**src/rtl/adc_seq_pkg.sv**
```systemverilog
// Shared types and register layout for the ADC sequencer.
// Assumes a 16-bit register bus with word addresses 0..3.
package adc_seq_pkg;

    // One channel-list entry; bit layout is decoded by the engine
    typedef struct packed {
        logic       diff;
        logic       uni;
        logic [1:0] gain;
        logic [3:0] chan;
    } cl_entry_t;

    typedef enum logic [1:0] {
        MODE_OFF  = 2'd0,
        MODE_SW   = 2'd1,
        MODE_SCAN = 2'd2,
        MODE_EXT  = 2'd3
    } trig_mode_t;

    localparam logic [1:0] A_MODE   = 2'd0;
    localparam logic [1:0] A_ENABLE = 2'd1;
    localparam logic [1:0] A_STATUS = 2'd2;
    localparam logic [1:0] A_DATA   = 2'd3;

    // mode register bits
    localparam int M_EDGE_FALL = 3;
    localparam int M_HF_IE     = 8;
    localparam int M_EXT_IE    = 9;
    localparam int M_RDY_IE    = 10;
    localparam int M_INT_EN    = 15;

    // enable register bits
    localparam int E_FIFO_EN   = 10;
    localparam int E_LIST_EN   = 9;

endpackage

```
**src/rtl/adc_sample_fifo.sv**
```systemverilog
// Synchronous sample FIFO. Push when full is ignored (the caller flags it);
// pop when empty is ignored. Flush holds it empty.
module adc_sample_fifo #(
    parameter int W     = 12,
    parameter int DEPTH = 32,
    localparam int AW   = $clog2(DEPTH),
    localparam int CW   = AW + 1
) (
    input  logic          clk,
    input  logic          rst_n,
    input  logic          flush,
    input  logic          push,
    input  logic [W-1:0]  din,
    input  logic          pop,
    output logic [W-1:0]  head,
    output logic [CW-1:0] count,
    output logic          full,
    output logic          empty
);
    logic [W-1:0]  mem [DEPTH];
    logic [AW-1:0] wp, rp;
    logic          do_push, do_pop;

    assign full    = (count == CW'(DEPTH));
    assign empty   = (count == '0);
    assign do_push = push && !full && !flush;
    assign do_pop  = pop && !empty && !flush;
    assign head    = mem[rp];

    // pointer and count update
    always_ff @(posedge clk) begin
        if (!rst_n || flush) begin
            wp    <= '0;
            rp    <= '0;
            count <= '0;
        end else begin
            if (do_push) wp <= (wp == AW'(DEPTH - 1)) ? '0 : wp + 1'b1;
            if (do_pop)  rp <= (rp == AW'(DEPTH - 1)) ? '0 : rp + 1'b1;
            count <= count + CW'(do_push) - CW'(do_pop);
        end
    end

    // storage write
    always_ff @(posedge clk) begin
        if (do_push) mem[wp] <= din;
    end
endmodule

```
**src/rtl/adc_chanlist.sv**
```systemverilog
// Channel-list store with random-index read. Entries are appended in order;
// appends when full are ignored. Flush empties it.
module adc_chanlist #(
    parameter int DEPTH = 16,
    localparam int AW   = $clog2(DEPTH),
    localparam int CW   = AW + 1
) (
    input  logic                     clk,
    input  logic                     rst_n,
    input  logic                     flush,
    input  logic                     wr,
    input  adc_seq_pkg::cl_entry_t   wentry,
    input  logic [AW-1:0]            ridx,
    output adc_seq_pkg::cl_entry_t   rentry,
    output logic [CW-1:0]            count,
    output logic                     full
);
    adc_seq_pkg::cl_entry_t ent [DEPTH];

    assign full   = (count == CW'(DEPTH));
    assign rentry = ent[ridx];

    // append entries and track fill level
    always_ff @(posedge clk) begin
        if (!rst_n || flush) begin
            count <= '0;
        end else if (wr && !full) begin
            count <= count + 1'b1;
        end
    end

    // storage write
    always_ff @(posedge clk) begin
        if (wr && !full && !flush) ent[count[AW-1:0]] <= wentry;
    end
endmodule

```
**src/rtl/adc_seq_engine.sv**
```systemverilog
// Conversion sequencer. Takes one list entry per trigger (or every entry for
// a scan), skips invalid differential entries, drives the converter handshake
// and hands results back. Triggers that arrive while busy are dropped.
module adc_seq_engine #(
    parameter int SAMPLE_W   = 12,
    parameter int LIST_DEPTH = 16,
    localparam int AW        = $clog2(LIST_DEPTH),
    localparam int CW        = AW + 1
) (
    input  logic                   clk,
    input  logic                   rst_n,
    input  logic                   flush,
    input  logic [CW-1:0]          list_cnt,
    input  adc_seq_pkg::cl_entry_t entry,
    output logic [AW-1:0]          ptr,
    input  logic                   trig_one,
    input  logic                   scan_go,
    output logic                   conv_start,
    output adc_seq_pkg::cl_entry_t sel,
    input  logic                   conv_done,
    input  logic [SAMPLE_W-1:0]    conv_data,
    output logic                   res_valid,
    output logic [SAMPLE_W-1:0]    res_data,
    output logic                   bad_pulse,
    output logic                   pass_done,
    output logic                   active
);
    typedef enum logic { ST_IDLE, ST_CONV } st_t;

    st_t           state;
    logic [CW-1:0] scan_left;
    logic          last_of_pass;
    logic          load_scan, issue, entry_ok;

    // decide whether this cycle loads a scan or consumes an entry
    always_comb begin
        entry_ok  = !(entry.diff && (entry.chan[3] || entry.uni));
        load_scan = (state == ST_IDLE) && !flush && (list_cnt != '0) &&
                    (scan_left == '0) && scan_go;
        issue     = (state == ST_IDLE) && !flush && (list_cnt != '0) &&
                    !load_scan && ((scan_left != '0) || trig_one);
    end

    assign res_valid = (state == ST_CONV) && conv_done;
    assign res_data  = conv_data;
    assign bad_pulse = issue && !entry_ok;
    assign pass_done = (res_valid && last_of_pass) ||
                       (bad_pulse && (scan_left == CW'(1)));
    assign active    = (state == ST_CONV) || (scan_left != '0);

    // sequencer state, list position and converter start
    always_ff @(posedge clk) begin
        if (!rst_n) begin
            state        <= ST_IDLE;
            ptr          <= '0;
            scan_left    <= '0;
            last_of_pass <= 1'b0;
            conv_start   <= 1'b0;
            sel          <= '0;
        end else begin
            conv_start <= 1'b0;
            if (flush) begin
                ptr       <= '0;
                scan_left <= '0;
            end
            if (load_scan) scan_left <= list_cnt;
            if (issue) begin
                ptr <= ({1'b0, ptr} == list_cnt - 1'b1) ? '0 : ptr + 1'b1;
                if (scan_left != '0) scan_left <= scan_left - 1'b1;
                if (entry_ok) begin
                    sel          <= entry;
                    conv_start   <= 1'b1;
                    state        <= ST_CONV;
                    last_of_pass <= (scan_left == CW'(1));
                end
            end
            if (res_valid) begin
                state        <= ST_IDLE;
                last_of_pass <= 1'b0;
            end
        end
    end
endmodule

```
**src/rtl/adc_seq_ctrl.sv**
```systemverilog
// Top: register file, trigger qualification, status and interrupt latching
// around the channel list, sequencer and sample FIFO. Assumes ext_trig and
// scan_trig are already synchronous to clk.
module adc_seq_ctrl #(
    parameter int REG_W      = 16,
    parameter int SAMPLE_W   = 12,
    parameter int LIST_DEPTH = 16,
    parameter int FIFO_DEPTH = 32,
    localparam int LAW       = $clog2(LIST_DEPTH),
    localparam int LCW       = LAW + 1,
    localparam int FCW       = $clog2(FIFO_DEPTH) + 1
) (
    input  logic                clk,
    input  logic                rst_n,
    input  logic [1:0]          bus_addr,
    input  logic                bus_wr,
    input  logic                bus_rd,
    input  logic [REG_W-1:0]    bus_wdata,
    output logic [REG_W-1:0]    bus_rdata,
    input  logic                scan_trig,
    input  logic                ext_trig,
    output logic                conv_start,
    output logic [3:0]          conv_chan,
    output logic [1:0]          conv_gain,
    output logic                conv_unipolar,
    output logic                conv_diff,
    input  logic                conv_done,
    input  logic [SAMPLE_W-1:0] conv_data,
    output logic                irq
);
    import adc_seq_pkg::*;

    logic [REG_W-1:0] mode_q, en_q;
    trig_mode_t       mode;
    logic             flush;
    logic             ext_q, ext_edge, trig_one, scan_go;
    logic             ovf_q, bad_q, irq_hf_q, irq_ext_q, irq_rdy_q, hf_q;
    logic             stat_wr;

    cl_entry_t        list_entry, sel;
    logic [LAW-1:0]   ptr;
    logic [LCW-1:0]   list_cnt;
    logic             list_full;

    logic             res_valid, bad_pulse, pass_done, active;
    logic [SAMPLE_W-1:0] res_data, fifo_head;
    logic [FCW-1:0]   fifo_cnt;
    logic             fifo_full, fifo_empty, fifo_pop, half;
    logic [REG_W-1:0] status;

    assign mode     = trig_mode_t'(mode_q[1:0]);
    assign flush    = !(en_q[E_FIFO_EN] && en_q[E_LIST_EN]);
    assign stat_wr  = bus_wr && (bus_addr == A_STATUS);
    assign ext_edge = mode_q[M_EDGE_FALL] ? (ext_q && !ext_trig) : (!ext_q && ext_trig);
    assign trig_one = ((mode == MODE_SW) && bus_rd && (bus_addr == A_MODE)) ||
                      ((mode == MODE_EXT) && ext_edge);
    assign scan_go  = (mode == MODE_SCAN) && scan_trig;
    assign fifo_pop = bus_rd && (bus_addr == A_DATA);
    assign half     = (fifo_cnt >= FCW'(FIFO_DEPTH / 2));

    assign conv_chan     = sel.chan;
    assign conv_gain     = sel.gain;
    assign conv_unipolar = sel.uni;
    assign conv_diff     = sel.diff;
    assign irq = mode_q[M_INT_EN] && (irq_hf_q || irq_ext_q || irq_rdy_q);

    adc_chanlist #(.DEPTH(LIST_DEPTH)) u_list (
        .clk(clk), .rst_n(rst_n), .flush(flush),
        .wr(bus_wr && (bus_addr == A_DATA)),
        .wentry(cl_entry_t'(bus_wdata[7:0])),
        .ridx(ptr), .rentry(list_entry),
        .count(list_cnt), .full(list_full)
    );

    adc_seq_engine #(.SAMPLE_W(SAMPLE_W), .LIST_DEPTH(LIST_DEPTH)) u_eng (
        .clk(clk), .rst_n(rst_n), .flush(flush),
        .list_cnt(list_cnt), .entry(list_entry), .ptr(ptr),
        .trig_one(trig_one), .scan_go(scan_go),
        .conv_start(conv_start), .sel(sel),
        .conv_done(conv_done), .conv_data(conv_data),
        .res_valid(res_valid), .res_data(res_data),
        .bad_pulse(bad_pulse), .pass_done(pass_done), .active(active)
    );

    adc_sample_fifo #(.W(SAMPLE_W), .DEPTH(FIFO_DEPTH)) u_fifo (
        .clk(clk), .rst_n(rst_n), .flush(flush),
        .push(res_valid), .din(res_data), .pop(fifo_pop),
        .head(fifo_head), .count(fifo_cnt),
        .full(fifo_full), .empty(fifo_empty)
    );

    // status word assembly
    always_comb begin
        status     = '0;
        status[0]  = active;
        status[1]  = list_full;
        status[2]  = fifo_empty;
        status[3]  = half;
        status[4]  = fifo_full;
        status[5]  = ovf_q;
        status[6]  = bad_q;
        status[8]  = irq_hf_q;
        status[9]  = irq_ext_q;
        status[10] = irq_rdy_q;
    end

    // control register writes
    always_ff @(posedge clk) begin
        if (!rst_n) begin
            mode_q <= '0;
            en_q   <= '0;
        end else if (bus_wr) begin
            if (bus_addr == A_MODE)   mode_q <= bus_wdata;
            if (bus_addr == A_ENABLE) en_q   <= bus_wdata;
        end
    end

    // sticky flags and interrupt latches; a status write clears them
    always_ff @(posedge clk) begin
        if (!rst_n) begin
            ovf_q <= 1'b0; bad_q <= 1'b0;
            irq_hf_q <= 1'b0; irq_ext_q <= 1'b0; irq_rdy_q <= 1'b0;
            hf_q <= 1'b0; ext_q <= 1'b0;
        end else begin
            hf_q  <= half;
            ext_q <= ext_trig;
            if (stat_wr) begin
                ovf_q <= 1'b0; bad_q <= 1'b0;
                irq_hf_q <= 1'b0; irq_ext_q <= 1'b0; irq_rdy_q <= 1'b0;
            end else begin
                if (res_valid && fifo_full && !flush)   ovf_q     <= 1'b1;
                if (bad_pulse)                          bad_q     <= 1'b1;
                if (half && !hf_q && mode_q[M_HF_IE])   irq_hf_q  <= 1'b1;
                if (ext_edge && mode_q[M_EXT_IE])       irq_ext_q <= 1'b1;
                if (pass_done && mode_q[M_RDY_IE])      irq_rdy_q <= 1'b1;
            end
        end
    end

    // registered read data
    always_ff @(posedge clk) begin
        if (!rst_n) begin
            bus_rdata <= '0;
        end else if (bus_rd) begin
            case (bus_addr)
                A_MODE:   bus_rdata <= mode_q;
                A_ENABLE: bus_rdata <= en_q;
                A_STATUS: bus_rdata <= status;
                default:  bus_rdata <= fifo_empty ? '0 :
                             {{(REG_W - SAMPLE_W){fifo_head[SAMPLE_W-1]}}, fifo_head};
            endcase
        end
    end
endmodule

```
**config.mk**
```make
export PLATFORM = sky130hd
export DESIGN_NAME = adc_seq_ctrl
export DESIGN_NICKNAME = d
export VERILOG_FILES = /design/src/rtl/adc_seq_pkg.sv /design/src/rtl/adc_sample_fifo.sv /design/src/rtl/adc_chanlist.sv /design/src/rtl/adc_seq_engine.sv /design/src/rtl/adc_seq_ctrl.sv
export SDC_FILE = /design/constraint.sdc
export NUM_CORES = 1
export LEC_CHECK = 0
export BUFFER_PORTS_ARGS = -buffer_cell sky130_fd_sc_hd__buf_2
export CAP_MARGIN = 5
export CORE_MARGIN = 2
export CORE_UTILIZATION = 55
export DETAILED_ROUTE_END_ITERATION = 12
export GPL_TIMING_DRIVEN = 0
export HOLD_SLACK_MARGIN = 0.05
export PLACE_DENSITY_LB_ADDON = 0.25
export SLEW_MARGIN = 0
export SYNTH_ARGS = -nofsm -noshare
export SYNTH_HDL_FRONTEND = slang
export SYNTH_SLANG_ARGS = --single-unit
```
**constraint.sdc**
```tcl
create_clock -name clk -period 3.3 [get_ports clk]
set_input_delay 0.33 -clock clk [delete_from_list [all_inputs] [get_ports clk]]
set_output_delay 0.33 -clock clk [all_outputs]
set_load 0.05 [all_outputs]
```
# Yosys cells after proc, flatten, opt, wreduce, memory -nomap -nowiden
# Memory sizes are Yosys's and may differ from the RTL's. A register that Yosys moved wholly into a read port is not among the register bits.
# Index checks and enable logic that the tools add are counted.
[word_totals] regBits=96 ram_bits=512 wordCells=133 output_inout_bits=26 memories=2
[memory_table] memory="u_fifo.mem" words=32 width=12 rd=1 rd_clocked_by_memory_dff=1 write_ports=1 line="adc_sample_fifo.sv:20" text="logic [W-1:0] mem [DEPTH];"
[memory_table] memory="u_list.ent" words=16 width=8 rd=1 rd_clocked_by_memory_dff=1 write_ports=1 line="adc_chanlist.sv:18" text="adc_seq_pkg::cl_entry_t ent [DEPTH];"
[op_classes] add_sub_neg=8 n_mux=21 n_reduce_logical=62 bitwise=3 n_lt_le_gt_ge=1 eq_ne=13
[ops] cell="$pmux 16 s3" n=1
[ops] cell="$mux 5" n=8
[ops] cell="$logic_and 1x1->1" n=34
[ops] cell="$mux 4" n=5
[ops] cell="$mux 16" n=1
[ops] cell="$add 5x1->5 const B" n=3
[ops] cell="$eq 5x5->1 const B" n=3
[ops] cell="$reduce_bool 5->1" n=2
[ops] cell="$sub 5x1->5 const B" n=2
[ops] cell="$logic_not 1->1" n=9
[ops] cell="$eq 2x2->1 const B" n=4
[ops] cell="$logic_or 1x1->1" n=8
[ops] cell="$reduce_and 2->1" n=4
[ops] cell="$add 6x1->6" n=1
[ops] cell="$eq 6x6->1 const B" n=1
[ops] cell="$ge 6x5->1 const B" n=1
[ops] cell="$logic_not 6->1" n=1
[ops] cell="$mux 1" n=6
[ops] cell="$sub 6x1->6" n=1
[ops] cell="$eq 4x5->1" n=1
[ops] cell="$eq 5x1->1 const B" n=1
[ops] cell="$logic_not 5->1" n=1
[ops] cell="$add 4x1->4 const B" n=1
[ops] cell="$eq 2x1->1 const B" n=2
[ops] cell="other kinds (4)" n=7

# Depth between registers and ports, before layout
# Gate-level depths: netlist (run 1).
[depth] word_depth=12 mapped_depth=16 ltp_nobuf=15

# Modules after synthesis
# From an unflattened synthesis (run 1), not the netlist that was laid out.
[hier_totals] cells_unflattened=1546 area_unflattened_um2=24989.0
[modules_own_cells] mod="adc_sample_fifo" cells_each=849 seq_area_each_um2=11951.5 n_inst=1 area_per_inst_um2=15999.1
[modules_own_cells] mod="adc_chanlist" cells_each=255 seq_area_each_um2=3943.8 n_inst=1 area_per_inst_um2=5300.1
[modules_own_cells] mod="adc_seq_ctrl" cells_each=292 seq_area_each_um2=1101.1 n_inst=1 area_per_inst_um2=2451.1
[modules_own_cells] mod="adc_seq_engine" cells_each=150 seq_area_each_um2=400.4 n_inst=1 area_per_inst_um2=1238.7

# Worst setup path before layout (run 1)
# No wires, ideal clock.
[synth_path] kind="flip-flop to flip-flop" start="register u_fifo.count[4]" end="register u_fifo.count[4]" t_arrival_ns=2.568 setup_slack_ns=0.605 n_path_buf=1 period_less_slack_ns=2.695 required_time_ns=3.172 path_stages_with_launch=17 cell_sequence="dfxtp_1 > inv_1 > ha_1 > nand4bb_1 > and3_1 > clkbuf_1 > nand2_1 > nor2_1 > ha_1 > inv_1 > ha_1 > fa_1 > a21oi_1 > nor2_1 > nor2_1 > xor2_1 > nor2_1"
[synth_lines] element="start: declaration" line="adc_sample_fifo.sv:16" text="output logic [CW-1:0] count,"
[synth_lines] element="start signal: assignment" line="adc_sample_fifo.sv:39" text="count <= count + CW'(do_push) - CW'(do_pop);"
[synth_lines] element="$logic_not 6->1" line="adc_sample_fifo.sv:25" text="assign empty = (count == '0);"
[synth_lines] element="$logic_not 1->1" line="adc_sample_fifo.sv:27" text="assign do_pop = pop && !empty && !flush;"
[synth_lines] element="$logic_and 1x1->1 (2 in series)" line="adc_sample_fifo.sv:27"
[synth_lines] element="via u_fifo.do_pop" line="adc_sample_fifo.sv:22" text="logic do_push, do_pop;"
[synth_lines] element="$sub 6x1->6" line="adc_sample_fifo.sv:39"
# The timed path passes the listed nets, and every way through them passes these cells.
# A chain may end at the register's enable or synchronous reset.

# Final worst setup path (run 1)
[layout_path] start="register u_fifo.count[2]" end="memory u_fifo.mem[3][8], enable pin"
[layout_between] elab_chain_cells=6
[layout_lines] element="$eq 6x6->1" line="adc_sample_fifo.sv:24" text="assign full = (count == CW'(DEPTH));"
[layout_lines] element="$logic_not 1->1" line="adc_sample_fifo.sv:26" text="assign do_push = push && !full && !flush;"
[layout_lines] element="$logic_and 1x1->1 (2 in series)" line="adc_sample_fifo.sv:26"
[layout_lines] element="via u_fifo.do_push" line="adc_sample_fifo.sv:22"
[layout_lines] element="$mux 1" line="adc_sample_fifo.sv:45" text="if (do_push) mem[wp] <= din;"
[layout_lines] element="$mux 1 (implied by the code)" line="adc_sample_fifo.sv:45"
[layout_lines] element="end: declaration" line="adc_sample_fifo.sv:20"
# The timed path passes the listed nets, and every way through them passes these cells.

==> results.py, run 1 <==
metrics = {
    "place": {
        "port-buffer-count": 60,
        "place_ws_ps": -286.7,
        "dp.cells": 2064,
        "hpwlAfterDp_mm": 36.25,
        "gp_congestion": 0.8678,
    },
    "clock_network": {
        "postCtsSetupBuffers": 0,
        "clk_latency_ps": 630,
        "clkSinkCount": 617,
        "cts_root_buf": "clkbuf_16",
        "numCtsBuffers": 60,
        "clk_path_buf_depth": 3,
        "htreeDepth": 2,
        "cts_tree": "done",
        "worst_setup_hold_path_clk_slew_ps": 60,
    },
    "finish": {
        "layout_commonest_cell": "edfxtp_1",
        "nFillCells": 3151,
        "final_nets": 1611,
        "fin_cells": 2190,
        "drive_gt1_frac": 0.2311,
        "syn_to_final_growth_pct": 13.21,
        "layout_common_cells": "edfxtp_1 (512), mux4_2 (142), dfxtp_1 (105)",
    },
    "detailed_routing": {
        "vias": 13457,
        "final_antenna_net_count": 0,
        "first_pass_iters": 7,
        "drtIter0Drc": 1447,
        "drc_errors": 0,
        "wl_per_cell_um": 25.46,
        "drt-total-wl_mm": 55.75,
        "vias_per_cell": 6.145,
    },
    "floorplan": {
        "die_area_um2": 46250,
        "fp.dieW_um": 215.1,
        "die_height_um": 215.1,
        "start_util": 0.5552,
        "io_pins": 63,
        "num_rows": 77,
        "coreArea_um2": 44120,
    },
    "run_status": {
        "violations": "setup timing",
        "status": "complete, but fails checks",
    },
    "synth": {
        "syn-cell-area_um2": 24500,
        "syn_inst": 1409,
        "synth_cell_types": 63,
        "yosys_warnings": 0,
        "synth_seq_area_share": 0.7133,
        "synth_edf_count": 512,
        "synthesis.nets": 1473,
        "ys.flop_type": "edfxtp_1",
        "synthArstFlopShare": 0,
        "ys_seq_elements": 617,
        "avgSynthCellArea_um2": 17.39,
    },
    "timing": {
        "worst_slack_ps": -46.16,
        "rsz0062_at_grt": "yes",
        "setup_tns_ps": -1226,
        "worstMarginPinSlew_ps": 1112,
        "period_share": 1.014,
        "maxSlewViolCount": 0,
        "period_minus_slack_ps": 3346,
        "clock.fmax_ghz": 0.2989,
        "setup_violations": 76,
        "finClkSkew_ps": 24.67,
        "final_hold_viol_count": 0,
        "maxSlewHeadroom": 0.2586,
        "holdWs_ps": 120.9,
    },
    "setup_path": {
        "crit_slowest_cell": "nor2_2",
        "crit_path_end_kind": "flip-flop",
        "reg2regPathDepth": 7,
        "critPathMaxStageDelay_ps": 820,
        "regToRegEndpoint": "u_fifo.mem[3][8]$_DFFE_PP_",
        "cp_max_fo": 12,
        "r2r_slack_ps": -50,
        "crit_type": "reg2reg",
        "cp_data_arrival_time_ps": 3580,
        "timing.critical_path.required_ps": 3540,
        "start_kind": "flip-flop",
        "crit_path_cell_trace": "inv_1 -> ha_1 -> nand4bb_1 -> nor3b_1 -> clkbuf_1 -> nand2_1 -> nor2_2",
        "r2r_start": "u_fifo.count[2]$_SDFF_PP0_",
    },
    "hold_path": {
        "hold_path.class": "in2reg",
        "holdPathEnd": "bus_rdata[9]$_SDFFE_PN0P_",
        "min_path_cells": 3,
        "hold_start": "rst_n",
    },
    "global_routing": {
        "antenna_found_initial": 0,
        "grt_usage": 0.2441,
        "grt_first_pass_wirelength_mm": 83.61,
        "grt-ovfl-total": 0,
        "grt_pass1_vias": 13480,
        "grt_max_degree": 33,
    },
    "power_and_ir_drop": {
        "p_per_area_nw_per_um2": 551.7,
        "vdd_drop_max_uv": 556.6,
        "p_leak_nw": 8.626,
    },
    "flow_run": {
        "maxCapViolCount": 0,
    },
}
-- worst max path at each step --
stage / from / to / slack, ps
2_1_floorplan: u_fifo.count[4]$_SDFF_PP0_ / u_fifo.count[4]$_SDFF_PP0_ / 600
3_3_place_gp: u_fifo.count[2]$_SDFF_PP0_ / u_fifo.mem[13][9]$_DFFE_PP_ / -220
3_5_place_dp: u_fifo.count[2]$_SDFF_PP0_ / u_fifo.mem[2][7]$_DFFE_PP_ / -290
4_1_cts: u_fifo.count[2]$_SDFF_PP0_ / u_fifo.mem[19][7]$_DFFE_PP_ / -240
5_1_grt: u_fifo.count[2]$_SDFF_PP0_ / u_fifo.mem[3][11]$_DFFE_PP_ / -200
6_report: u_fifo.count[2]$_SDFF_PP0_ / u_fifo.mem[3][8]$_DFFE_PP_ / -50
-- routing by layer --
metal / routed length, um / track usage / vias up
met1: 22780 / 0.3358 / 6984
met2: 27490 / 0.3981 / 522
met4: 1619 / 0.07931 / 0
met3: 3859 / 0.04812 / 98
met5: 0 / 0 / -
li1: - / - / 5853
-- Yosys cell counts (11+ instances only) --
cell      count  area share
ha_1         26       0.013
mux4_2      142        0.13
nand3_1      16      0.0033
mux2_2       11      0.0051
nand2_1     104       0.016
o21ai_0      30      0.0061
a21oi_1      63       0.013
inv_1        17      0.0026
dfxtp_1     105       0.086
nor2_1      105       0.016
nor3_1       12      0.0025
mux2i_1      42       0.017
clkbuf_1     52      0.0080
edfxtp_1    512        0.63
-- repair_timing --
item / 4_1_cts / 5_1_grt
resized for setup: 29 / 25
endpoints found under the hold margin: 18 / 0
hold buffers: 10 / 0
setup endpoints to repair: 383 / 416
-- stage by stage --
| step | util | power (W) | area (um^2) |
|---|---|---|---|
| CTS | 0.6261 | 0.01540 | 27630 |
| finish | 0.6286 | 0.01530 | 27740 |
| global placement | 0.5788 | 0.008906 | 25540 |
| detailed placement | 0.5796 | 0.008918 | 25570 |
| global route | 0.6285 | 0.01572 | 27730 |
| floorplan | - | 0.008740 | 24500 |
-- where the power goes --
group | total (W) | leakage, nW | switching, W | internal (W)
combinational | 0.000305 | 2.27 | 0.000239 | 0.0000659
clock | 0.00654 | 0.901 | 0.00282 | 0.00372
sequential | 0.00846 | 5.45 | 0.0000156 | 0.00844
total | 0.0153 | 8.63 | 0.00307 | 0.0122
-- registers in the layout, summed over array words and instances, names as in the netlist, 4 cells and up, named ones only --
register	flops
en_q	16
u_fifo.count	6
u_eng.ptr	4
u_eng.scan_left	5
u_fifo.wp	5
u_list.ent	128
u_fifo.rp	5
u_fifo.mem	384
u_eng.sel	8
bus_rdata	16
mode_q	16
u_list.count	5
-- critical path, delay by kind of cell (launching register included) --
family                     cells  cell delay [ps]
DFF                            1              350
and+or+nand+nor                4             1830
adders and majority gates      1              220
buffers and inverters          2              540
-- final cells by class --
class                   instances  area (um^2)  share of cell area
repair buffers                 76        464.2             0.01674
clock buffers                  86         1619             0.05837
plain buffers                  76        356.6             0.01286
clock inverters                26        249.0            0.008977
inverters                      18        67.56            0.002436
multi-input cells             698         6759              0.2437
well taps                     592        740.7             0.02671
flip-flops and latches        617        17480              0.6301
diodes                          1        2.502          0.00009022
-- cell families (layout without fill, tap and decap cells) --
logic type / Yosys count / count (layout) / share of synthesized area
fa+ha+maj: 27 / 27 / 0.01410
compound gates: 155 / 155 / 0.03968
buf+inv: 94 / 282 / 0.01690
mux: 195 / 195 / 0.1528
simple gates: 307 / 307 / 0.05822
xor+xnor: 14 / 14 / 0.005005
other cells: 0 / 1 / 0
flops: 617 / 617 / 0.7133
Note: power is estimated with default switching activity, not from simulation.
==> inputs of run 2 (changes only) <==
--- a/config.mk
+++ b/config.mk
@@ -13,6 +13,7 @@
 export GPL_TIMING_DRIVEN = 0
 export HOLD_SLACK_MARGIN = 0.05
 export PLACE_DENSITY_LB_ADDON = 0.25
+export RECOVER_POWER = 25
 export SLEW_MARGIN = 0
 export SYNTH_ARGS = -nofsm -noshare
 export SYNTH_HDL_FRONTEND = slang
==> results.py, run 2 (synthesis results as in run 1) <==
metrics = {
    "place": {
        "place_ws_ps": -286.7,
        "gp_congestion": 0.8678,
        "dpl_cell_area_um2": 25570,
        "dp.cells": 2064,
        "hpwlAfterDp_mm": 36.25,
        "port-buffer-count": 60,
    },
    "power_and_ir_drop": {
        "p_leak_nw": 8.595,
        "p_per_area_nw_per_um2": 551.9,
        "vdd_drop_max_uv": 559.7,
    },
    "timing": {
        "period_share": 1.013,
        "maxSlewHeadroom": 0.1135,
        "final_hold_viol_count": 0,
        "setup_violations": 56,
        "worst_slack_ps": -43.24,
        "rsz0062_at_grt": "yes",
        "finClkSkew_ps": 23.45,
        "worstMarginPinSlew_ps": 1330,
        "period_minus_slack_ps": 3343,
        "maxSlewViolCount": 0,
        "holdWs_ps": 121.6,
        "clock.fmax_ghz": 0.2991,
    },
    "detailed_routing": {
        "wl_per_cell_um": 25.46,
        "drt-total-wl_mm": 55.74,
        "vias_per_cell": 6.123,
        "drc_errors": 0,
        "drtIter0Drc": 1448,
        "first_pass_iters": 7,
        "vias": 13404,
        "final_antenna_net_count": 0,
    },
    "floorplan": {
        "coreArea_um2": 44120,
        "die_height_um": 215.1,
        "start_util": 0.5552,
        "die_area_um2": 46250,
        "num_rows": 77,
        "fp.dieW_um": 215.1,
        "io_pins": 63,
    },
    "finish": {
        "fin_cells": 2189,
        "final_nets": 1611,
        "final_util": 0.6282,
        "largest_reg_flops": 384,
        "drive_gt1_frac": 0.2242,
        "largest_register": "u_fifo.mem",
        "layout_commonest_cell": "edfxtp_1",
        "antenna_cells": 0,
        "design_area_um2": 27720,
        "layout_common_cells": "edfxtp_1 (512), mux4_2 (142), dfxtp_1 (105)",
        "syn_to_final_growth_pct": 13.14,
    },
    "global_routing": {
        "grt_pass1_vias": 13480,
        "grt-ovfl-total": 0,
        "grt_max_degree": 33,
        "antenna_found_initial": 0,
        "grt_usage": 0.2441,
        "grt_first_pass_wirelength_mm": 83.61,
    },
    "run_status": {
        "violations": "setup timing",
        "status": "complete, but fails checks",
    },
    "setup_path": {
        "cp_data_arrival_time_ps": 3590,
        "start_kind": "flip-flop",
        "crit_type": "reg2reg",
        "crit_path_end_kind": "flip-flop",
        "timing.critical_path.required_ps": 3550,
        "cp_max_fo": 12,
    },
    "clock_network": {
        "clk_latency_ps": 630,
        "cts_tree": "done",
        "clk_path_buf_depth": 3,
        "cts_root_buf": "clkbuf_16",
        "htreeDepth": 2,
        "clkSinkCount": 617,
        "numCtsBuffers": 60,
        "worst_setup_hold_path_clk_slew_ps": 60,
    },
    "flow_run": {
        "maxCapViolCount": 0,
    },
    "hold_path": {
        "hold_path.class": "in2reg",
    },
}
## run 2: cell count changes in the layout (fill, tap and decap cells not counted), sizes merged
cell / before / now
buf: 89 / 78
clkbuf: 138 / 149
diode: 1 / 0
## run 2: layout make-up
| class | instances | area [um^2] |
|---|---|---|
| Multi-Input combinational cell | 698 | 6759 |
| Timing Repair Buffer | 76 | 450.4 |
| Buffer | 76 | 356.6 |
| Inverter | 18 | 67.56 |
| Sequential cell | 617 | 17480 |
| Clock buffer | 86 | 1619 |
| Tap cell | 592 | 740.7 |
| Clock inverter | 26 | 249.0 |
| Fill cell | 3161 | 16410 |
## run 2: metrics by stage
stage | total power, W | setup TNS [ps]
6_report | 0.01530 | -817.8
5_1_grt | 0.01572 | -45460
4_1_cts | 0.01540 | -21480
3_5_place_dp | 0.008918 | -63070
3_3_place_gp | 0.008906 | -50100
2_1_floorplan | 0.008740 | 0
## run 2: power breakdown
part / leakage (nW) / switching [W] / internal, W
sequential: 5.45 / 0.0000156 / 0.00845
clock: 0.901 / 0.00282 / 0.00372
combinational: 2.24 / 0.000240 / 0.0000638
## run 2: final timing paths
kind,cells past startpoint,slack [ps],from,endpoint
worst min register to register,2,460,en_q[0]$_SDFFE_PN0P_,en_q[0]$_SDFFE_PN0P_
worst max register to register,7,-40,u_fifo.count[2]$_SDFF_PP0_,u_fifo.mem[15][10]$_DFFE_PP_
worst min-delay path,3,120,rst_n,bus_rdata[9]$_SDFFE_PN0P_
worst max-delay path,7,-40,u_fifo.count[2]$_SDFF_PP0_,u_fifo.mem[15][10]$_DFFE_PP_
## run 2: metal layers
layer	up-vias	share of wire	GRT usage	routed length [um]
met1	6948	0.41	0.3358	22800
met5	-	0	0	0
met2	509	0.49	0.3981	27460
met3	95	0.070	0.04812	3916
met4	0	0.028	0.07931	1572
li1	5852	-	-	-
## run 2: repair_timing
action                                  4_1_cts  5_1_grt
endpoints found under the hold margin        18        0
pin swaps                                     0        0
setup buffers                                 0        0
endpoints found under the setup margin      383      416
resized for setup                            29       25
hold buffers                                 10        0
gates cloned                                  0        0
## run 2: worst max-delay path, stage by stage, from the launching register on
cell	delay, ps
dfxtp_1	350
inv_1	70
ha_1	220
nand4bb_1	180
nor3b_1	350
clkbuf_1	470
nand2_1	480
nor2_2	840
